$ cat config.mk
export PLATFORM = sky130hd
export DESIGN_NAME = tdc_multihit
export DESIGN_NICKNAME = d
export VERILOG_FILES = /design/src/rtl/tdc_pkg.sv /design/src/rtl/tdc_edge_arm.sv /design/src/rtl/tdc_hit_fifo.sv /design/src/rtl/tdc_read_sel.sv /design/src/rtl/tdc_multihit.sv
export SDC_FILE = /design/constraint.sdc
export NUM_CORES = 2
export LEC_CHECK = 0
export CAP_MARGIN = 25
export CORE_MARGIN = 2
export CORE_UTILIZATION = 40
export CTS_CLUSTER_SIZE = 24
export DETAILED_ROUTE_END_ITERATION = 8
export SETUP_SLACK_MARGIN = 0.5
export SYNTH_ARGS = -nofsm -noshare
export SYNTH_HDL_FRONTEND = slang
export SYNTH_SLANG_ARGS = --single-unit
export TNS_END_PERCENT = 5
$ cat constraint.sdc
create_clock -name clk -period 17.8 [get_ports clk]
set_input_delay 4.45 -clock clk [delete_from_list [all_inputs] [get_ports clk]]
set_output_delay 4.45 -clock clk [all_outputs]
set_load 0.01 [all_outputs]
$ cat src/rtl/tdc_pkg.sv
`timescale 1ns/1ps
package tdc_pkg;
  localparam int COARSE_W    = 11;
  localparam int FINE_W      = 5;
  localparam int CHAN_W      = 4;
  localparam int WORD_W      = 32;
  localparam int BIT_LAST    = 31;
  localparam int BIT_INVALID = 25;
  localparam int CHAN_LSB    = 18;
  localparam int BIT_OVER    = 17;
  localparam int BIT_UNDER   = 16;
  localparam int COARSE_LSB  = 5;

  typedef struct packed {
    logic                over;
    logic                under;
    logic [COARSE_W-1:0] coarse;
    logic [FINE_W-1:0]   fine;
  } stamp_t;

  localparam int STAMP_W = $bits(stamp_t);

  function automatic logic [WORD_W-1:0] pack_word(input logic last, input logic bad,
                                                  input logic [CHAN_W-1:0] ch,
                                                  input stamp_t s);
    logic [WORD_W-1:0] w;
    w = '0;
    w[BIT_LAST]                    = last;
    w[BIT_INVALID]                 = bad;
    w[CHAN_LSB +: CHAN_W]          = ch;
    w[BIT_OVER]                    = s.over;
    w[BIT_UNDER]                   = s.under;
    w[COARSE_LSB +: COARSE_W]      = s.coarse;
    w[FINE_W-1:0]                  = s.fine;
    return w;
  endfunction
endpackage

$ cat src/rtl/tdc_edge_arm.sv
`timescale 1ns/1ps
module tdc_edge_arm #(
  parameter int DEAD_CYCLES = 6
) (
  input  logic clk,
  input  logic rst_n,
  input  logic hit_in,
  input  logic gate_open,
  input  logic fifo_full,
  output logic take,
  output logic drop
);
  localparam int DW = $clog2(DEAD_CYCLES + 1);

  logic          hit_q;
  logic [DW-1:0] dead_cnt;
  logic          rise;
  logic          accept;

  always_comb begin
    rise   = hit_in & ~hit_q;
    accept = rise & gate_open & (dead_cnt == '0);
    take   = accept & ~fifo_full;
    drop   = accept & fifo_full;
  end

  always_ff @(posedge clk) begin
    if (!rst_n) begin
      hit_q    <= 1'b0;
      dead_cnt <= '0;
    end else begin
      hit_q <= hit_in;
      if (accept)
        dead_cnt <= DW'(DEAD_CYCLES);
      else if (dead_cnt != '0)
        dead_cnt <= dead_cnt - 1'b1;
    end
  end

  generate
    if (DEAD_CYCLES >= 2) begin : g_gap_chk
      assert_rearm_gap_R4: assert property (@(posedge clk) disable iff (!rst_n)
        take |-> ##2 !take);
    end
  endgenerate
endmodule

$ cat src/rtl/tdc_hit_fifo.sv
`timescale 1ns/1ps
module tdc_hit_fifo #(
  parameter int DEPTH = 8,
  parameter int W     = 18
) (
  input  logic         clk,
  input  logic         rst_n,
  input  logic         push,
  input  logic [W-1:0] din,
  input  logic         pop,
  output logic [W-1:0] dout,
  output logic         empty,
  output logic         full,
  output logic         one_left
);
  localparam int AW = (DEPTH > 1) ? $clog2(DEPTH) : 1;
  localparam int CW = $clog2(DEPTH + 1);

  logic [W-1:0]  mem [DEPTH];
  logic [AW-1:0] wr_ptr, rd_ptr;
  logic [CW-1:0] count;

  function automatic logic [AW-1:0] bump(input logic [AW-1:0] p);
    return (p == AW'(DEPTH - 1)) ? '0 : p + 1'b1;
  endfunction

  always_comb begin
    empty    = (count == '0);
    full     = (count == CW'(DEPTH));
    one_left = (count == CW'(1));
    dout     = mem[rd_ptr];
  end

  always_ff @(posedge clk) begin
    if (push) mem[wr_ptr] <= din;
  end

  always_ff @(posedge clk) begin
    if (!rst_n) begin
      wr_ptr <= '0;
      rd_ptr <= '0;
      count  <= '0;
    end else begin
      if (push) wr_ptr <= bump(wr_ptr);
      if (pop)  rd_ptr <= bump(rd_ptr);
      case ({push, pop})
        2'b10:   count <= count + 1'b1;
        2'b01:   count <= count - 1'b1;
        default: count <= count;
      endcase
    end
  end

  assert_push_room_R5: assert property (@(posedge clk) disable iff (!rst_n)
    push |-> !full);
  assert_pop_data_R6: assert property (@(posedge clk) disable iff (!rst_n)
    pop |-> !empty);
  assert_push_fills_R2: assert property (@(posedge clk) disable iff (!rst_n)
    push |=> !empty);
  assert_count_bound_R5: assert property (@(posedge clk) disable iff (!rst_n)
    count <= CW'(DEPTH));
endmodule

$ cat src/rtl/tdc_read_sel.sv
`timescale 1ns/1ps
module tdc_read_sel
  import tdc_pkg::*;
#(
  parameter int NUM_CH = 16
) (
  input  logic [NUM_CH-1:0]         nonempty,
  input  logic [NUM_CH-1:0]         one_left,
  input  stamp_t [NUM_CH-1:0]       head,
  input  logic                      fire,
  output logic [WORD_W-1:0]         word,
  output logic [NUM_CH-1:0]         pop_vec
);
  logic [CHAN_W-1:0] sel;
  logic              any;
  logic              last;

  always_comb begin
    sel = '0;
    for (int i = NUM_CH - 1; i >= 0; i--) begin
      if (nonempty[i]) sel = CHAN_W'(i);
    end
    any  = |nonempty;
    last = any && ($countones(nonempty) == 1) && one_left[sel];
    if (any)
      word = pack_word(last, 1'b0, sel, head[sel]);
    else
      word = pack_word(1'b1, 1'b1, '0, '0);
    pop_vec = (fire && any) ? (NUM_CH'(1) << sel) : '0;
  end
endmodule

$ cat src/rtl/tdc_multihit.sv
`timescale 1ns/1ps
module tdc_multihit
  import tdc_pkg::*;
#(
  parameter int NUM_CH      = 16,
  parameter int DEPTH       = 8,
  parameter int DEAD_CYCLES = 6
) (
  input  logic                     clk,
  input  logic                     rst_n,
  input  logic                     gate_open,
  input  logic [NUM_CH-1:0]        hit_in,
  input  logic [NUM_CH*FINE_W-1:0] fine_in,
  input  logic [NUM_CH-1:0]        fine_under,
  input  logic [NUM_CH-1:0]        fine_over,
  output logic                     rd_valid,
  input  logic                     rd_ready,
  output logic [WORD_W-1:0]        rd_data,
  output logic [NUM_CH-1:0]        chan_empty,
  output logic [NUM_CH-1:0]        chan_ovf,
  output logic [NUM_CH-1:0]        wr_pulse
);
  logic [COARSE_W-1:0]  coarse_q;
  logic                 valid_q;
  logic [NUM_CH-1:0]    take_vec, drop_vec, full_vec, one_vec, pop_vec;
  stamp_t [NUM_CH-1:0]  head_vec;
  stamp_t [NUM_CH-1:0]  stamp_vec;

  always_ff @(posedge clk) begin
    if (!rst_n) begin
      coarse_q <= '0;
      valid_q  <= 1'b0;
      chan_ovf <= '0;
      wr_pulse <= '0;
    end else begin
      coarse_q <= coarse_q + 1'b1;
      valid_q  <= 1'b1;
      chan_ovf <= chan_ovf | drop_vec;
      wr_pulse <= take_vec;
    end
  end

  generate
    for (genvar i = 0; i < NUM_CH; i++) begin : g_chan
      always_comb begin
        stamp_vec[i].over   = fine_over[i];
        stamp_vec[i].under  = fine_under[i];
        stamp_vec[i].coarse = coarse_q;
        stamp_vec[i].fine   = fine_in[i*FINE_W +: FINE_W];
      end

      tdc_edge_arm #(.DEAD_CYCLES(DEAD_CYCLES)) u_arm (
        .clk       (clk),
        .rst_n     (rst_n),
        .hit_in    (hit_in[i]),
        .gate_open (gate_open),
        .fifo_full (full_vec[i]),
        .take      (take_vec[i]),
        .drop      (drop_vec[i])
      );

      tdc_hit_fifo #(.DEPTH(DEPTH), .W(STAMP_W)) u_buf (
        .clk      (clk),
        .rst_n    (rst_n),
        .push     (take_vec[i]),
        .din      (stamp_vec[i]),
        .pop      (pop_vec[i]),
        .dout     (head_vec[i]),
        .empty    (chan_empty[i]),
        .full     (full_vec[i]),
        .one_left (one_vec[i])
      );
    end
  endgenerate

  tdc_read_sel #(.NUM_CH(NUM_CH)) u_sel (
    .nonempty (~chan_empty),
    .one_left (one_vec),
    .head     (head_vec),
    .fire     (rd_valid & rd_ready),
    .word     (rd_data),
    .pop_vec  (pop_vec)
  );

  assign rd_valid = valid_q;

  assert_gate_blocks_R3: assert property (@(posedge clk) disable iff (!rst_n)
    !gate_open |=> !(|wr_pulse));
  assert_hold_word_R12: assert property (@(posedge clk) disable iff (!rst_n)
    (!rd_ready && !(|take_vec)) |=> $stable(rd_data));
  assert_ovf_sets_R5: assert property (@(posedge clk) disable iff (!rst_n)
    (|drop_vec) |=> (|chan_ovf));
  assert_last_drains_R8: assert property (@(posedge clk) disable iff (!rst_n)
    (rd_valid && rd_ready && rd_data[BIT_LAST] && !rd_data[BIT_INVALID] && !(|take_vec))
      |=> (&chan_empty));
endmodule

==> results.toml <==
[worst_setup_path]
critPathLaunchType = "register"
end_kind = "output pin"
cp_max_fo = 16
crit_type = "reg2out"
ff2ff_path_depth = 16
arrival_ps = 7260
crit_required_ps = 13350
reg2reg_slack_ps = 12250

[routing]
viasPerCell = 5.57
drc = 0
antenna_left = 0
drt_iter0_drc = 5541
routedWlPerCell_um = 27.8
wl_um = 273000
vias = 54473
dr.pass1.iters = 5

[synthesis]
yosysWarnings = 0
synth_seq_cells = 2620
synth.distinct_cells = 89
synthFlopType = "edfxtp_1"
avgSynthCellArea_sq_um = 18.7
netlist_instances = 5630
ys_async_sr_fraction = 0
synth_edf_count = 2304
netlist_area_sq_um = 105000
ys_seq_area_frac = 0.718

[clocking]
post_cts_buffers = 0
clk_pin_slew_worst_paths_ps = 60
cts_buffer_depth = 4
root_buffer = "clkbuf_16"
numClockSinks = 2620
cts_tree = "yes"
cts_made_buffers = 295
cts_hold_buf = 0
clock_latency_ps = 960
ctsResizeCount = 0
htreeDepth = 5

[cells_and_area]
syn_to_final_growth_pct = 15.8
final_cells = 9788
layout.nets = 6386
layout-drive-gt1-share = 0.236

[floorplan]
dieArea_sq_um = 267000
die_x_um = 517
rows = 188
die_h_um = 517
core_sq_um = 262000
io_pins = 213
initial_utilization = 0.402

[sta]
max_freq_mhz = 85.4
fin_worst_skew_ps = 74.9
slew_headroom = 0.115
hold_violations = 0
slew_violations = 0
min_period_ps = 11710
setup_viol = 0
setup_tns_ps = 0
timing.final.crit_share = 0.658
worstMarginPinSlew_ps = 1320
rsz0062_at_grt = "no"

[global_routing]
grt_pass1_vias = 54077
grt_max_degree = 124
grt_pass1_wl_um = 391000
antenna_found_initial = 26
grt_overflow_total = 0
gr-usage-all-layers = 0.203

[place]
dp_cells = 9265
dp_hpwl_um = 174000
numPortBuffers = 204
place_congestion = 0.899

[power]
cellPowerDensity_nw_per_um2 = 162
peakVddDrop_mv = 0.232
p_leak_uw = 0.0388

[min_path]
min_delay_path_depth = 1
hold_class = "reg2reg"

[job]
maxCapViolCount = 0

[run_status]
outcome = "complete, no violations"
[cell usage after synthesis, drive strengths merged (32+ instances only)]
| library cell | number | area share |
|---|---|---|
| a211oi | 96 | 0.0072 |
| a21oi | 151 | 0.0073 |
| buf | 139 | 0.0071 |
| clkbuf | 169 | 0.0060 |
| dfxtp | 316 | 0.060 |
| edfxtp | 2304 | 0.66 |
| ha | 188 | 0.022 |
| inv | 113 | 0.0040 |
| mux2 | 64 | 0.0069 |
| mux2i | 280 | 0.027 |
| mux4 | 577 | 0.12 |
| nand2 | 122 | 0.0045 |
| nand2b | 34 | 0.0020 |
| nand3 | 84 | 0.0042 |
| nor2 | 323 | 0.012 |
| nor2b | 73 | 0.0043 |
| nor3 | 93 | 0.0046 |
| o211ai | 43 | 0.0031 |
| o21ai | 60 | 0.0029 |
| or3 | 32 | 0.0020 |
| xor2 | 36 | 0.0030 |
[kinds of logic after synthesis]
group                    synth area share
adder cells (fa/ha/maj)            0.0245
other                           0.0000357
flip-flops                          0.718
AND/OR/NAND/NOR                    0.0484
AO/OA/AOI/OAI                      0.0303
buffers and inverters              0.0172
XOR/XNOR                          0.00441
multiplexers                        0.157
[final cells by class]
type / instances / area, sq um
antenna: 9 / 22.5
clock buffer: 370 / 7910
clock inverter: 136 / 1320
fill: 21762 / 140000
inverter: 113 / 432
multi-input combinational: 2596 / 28400
sequential: 2620 / 75600
tap: 3515 / 4400
timing repair buffer: 429 / 3750
[worst max-delay path: stages, from the launching register on]
cell             delay [ps]
dfxtp_1                 340
inv_1                   110
ha_1                    210
nor3b_4                 750
inv_2                    70
ha_1                    310
inv_1                    50
fa_1                    490
inv_1                    60
fa_1                    380
inv_1                    80
fa_1                    430
fa_1                    500
inv_1                    40
ha_1                    210
fa_1                    470
nor4b_1                 320
nand2_1                 120
nor2_1                  160
a31oi_1                 170
o22ai_1                 140
a21o_1                  340
clkdlybuf4s50_1         610
[sequential cells by signal, summed over array words and instances (netlist names), named ones only]
name and count:
g_chan.u_buf.mem 2304, g_chan.u_buf.count 64, g_chan.u_arm.dead_cnt 48, g_chan.u_buf.rd_ptr 48, g_chan.u_buf.wr_ptr 48, chan_ovf 16, g_chan.u_arm.hit_q 16, wr_pulse 16
coarse_q 11, rd_valid 1
[worst paths after layout]
check | start | to
hold reg to reg | g_chan[0].u_arm.dead_cnt[2] | g_chan[0].u_arm.dead_cnt[2]
setup reg to reg | g_chan[14].u_buf.count[0] | g_chan[3].u_buf.count[3]
setup / recovery | g_chan[0].u_buf.count[1] | rd_data[31]
hold / removal | g_chan[0].u_arm.dead_cnt[2] | g_chan[0].u_arm.dead_cnt[2]
[per-layer routing]
metal / track usage / wire (um)
met1: 0.270 / 112000
met2: 0.321 / 129000
met3: 0.0433 / 18200
met4: 0.0918 / 12700
met5: 0 / 121
[cell usage in the layout (no fill, tap or decap), drive strengths merged, types with 98 or more instances in the layout]
cell	netlist	final
nand2	122	122
a21oi	151	151
nor2	323	323
dfxtp	316	316
ha	188	188
clkbuf	169	370
mux4	577	577
clkinv	0	98
mux2i	280	280
buf	139	227
edfxtp	2304	2304
inv	113	119
clkdlybuf4s50	0	202
[per-stage QoR]
stage | utilization | instance area (sq um) | setup WS (ps) | hold WS [ps] | total power (uW)
floorplan | - | 105000 | 7910 | 442 | 10900
global placement | 0.429 | 112000 | 7080 | 454 | 13800
detailed placement | 0.429 | 112000 | 7090 | 463 | 13900
CTS | 0.465 | 122000 | 6090 | 475 | 19800
global route | 0.465 | 122000 | 5790 | 489 | 20400
finish | 0.465 | 122000 | 6090 | 472 | 19800
[report_power, final]
part	switching (uW)	total (uW)	internal (uW)	leakage, uW
logic	4630	6940	2310	0.0106
clock network	2360	5860	3500	0.00452
registers	124	6980	6860	0.0237
Power figures use the tool's default switching activity.
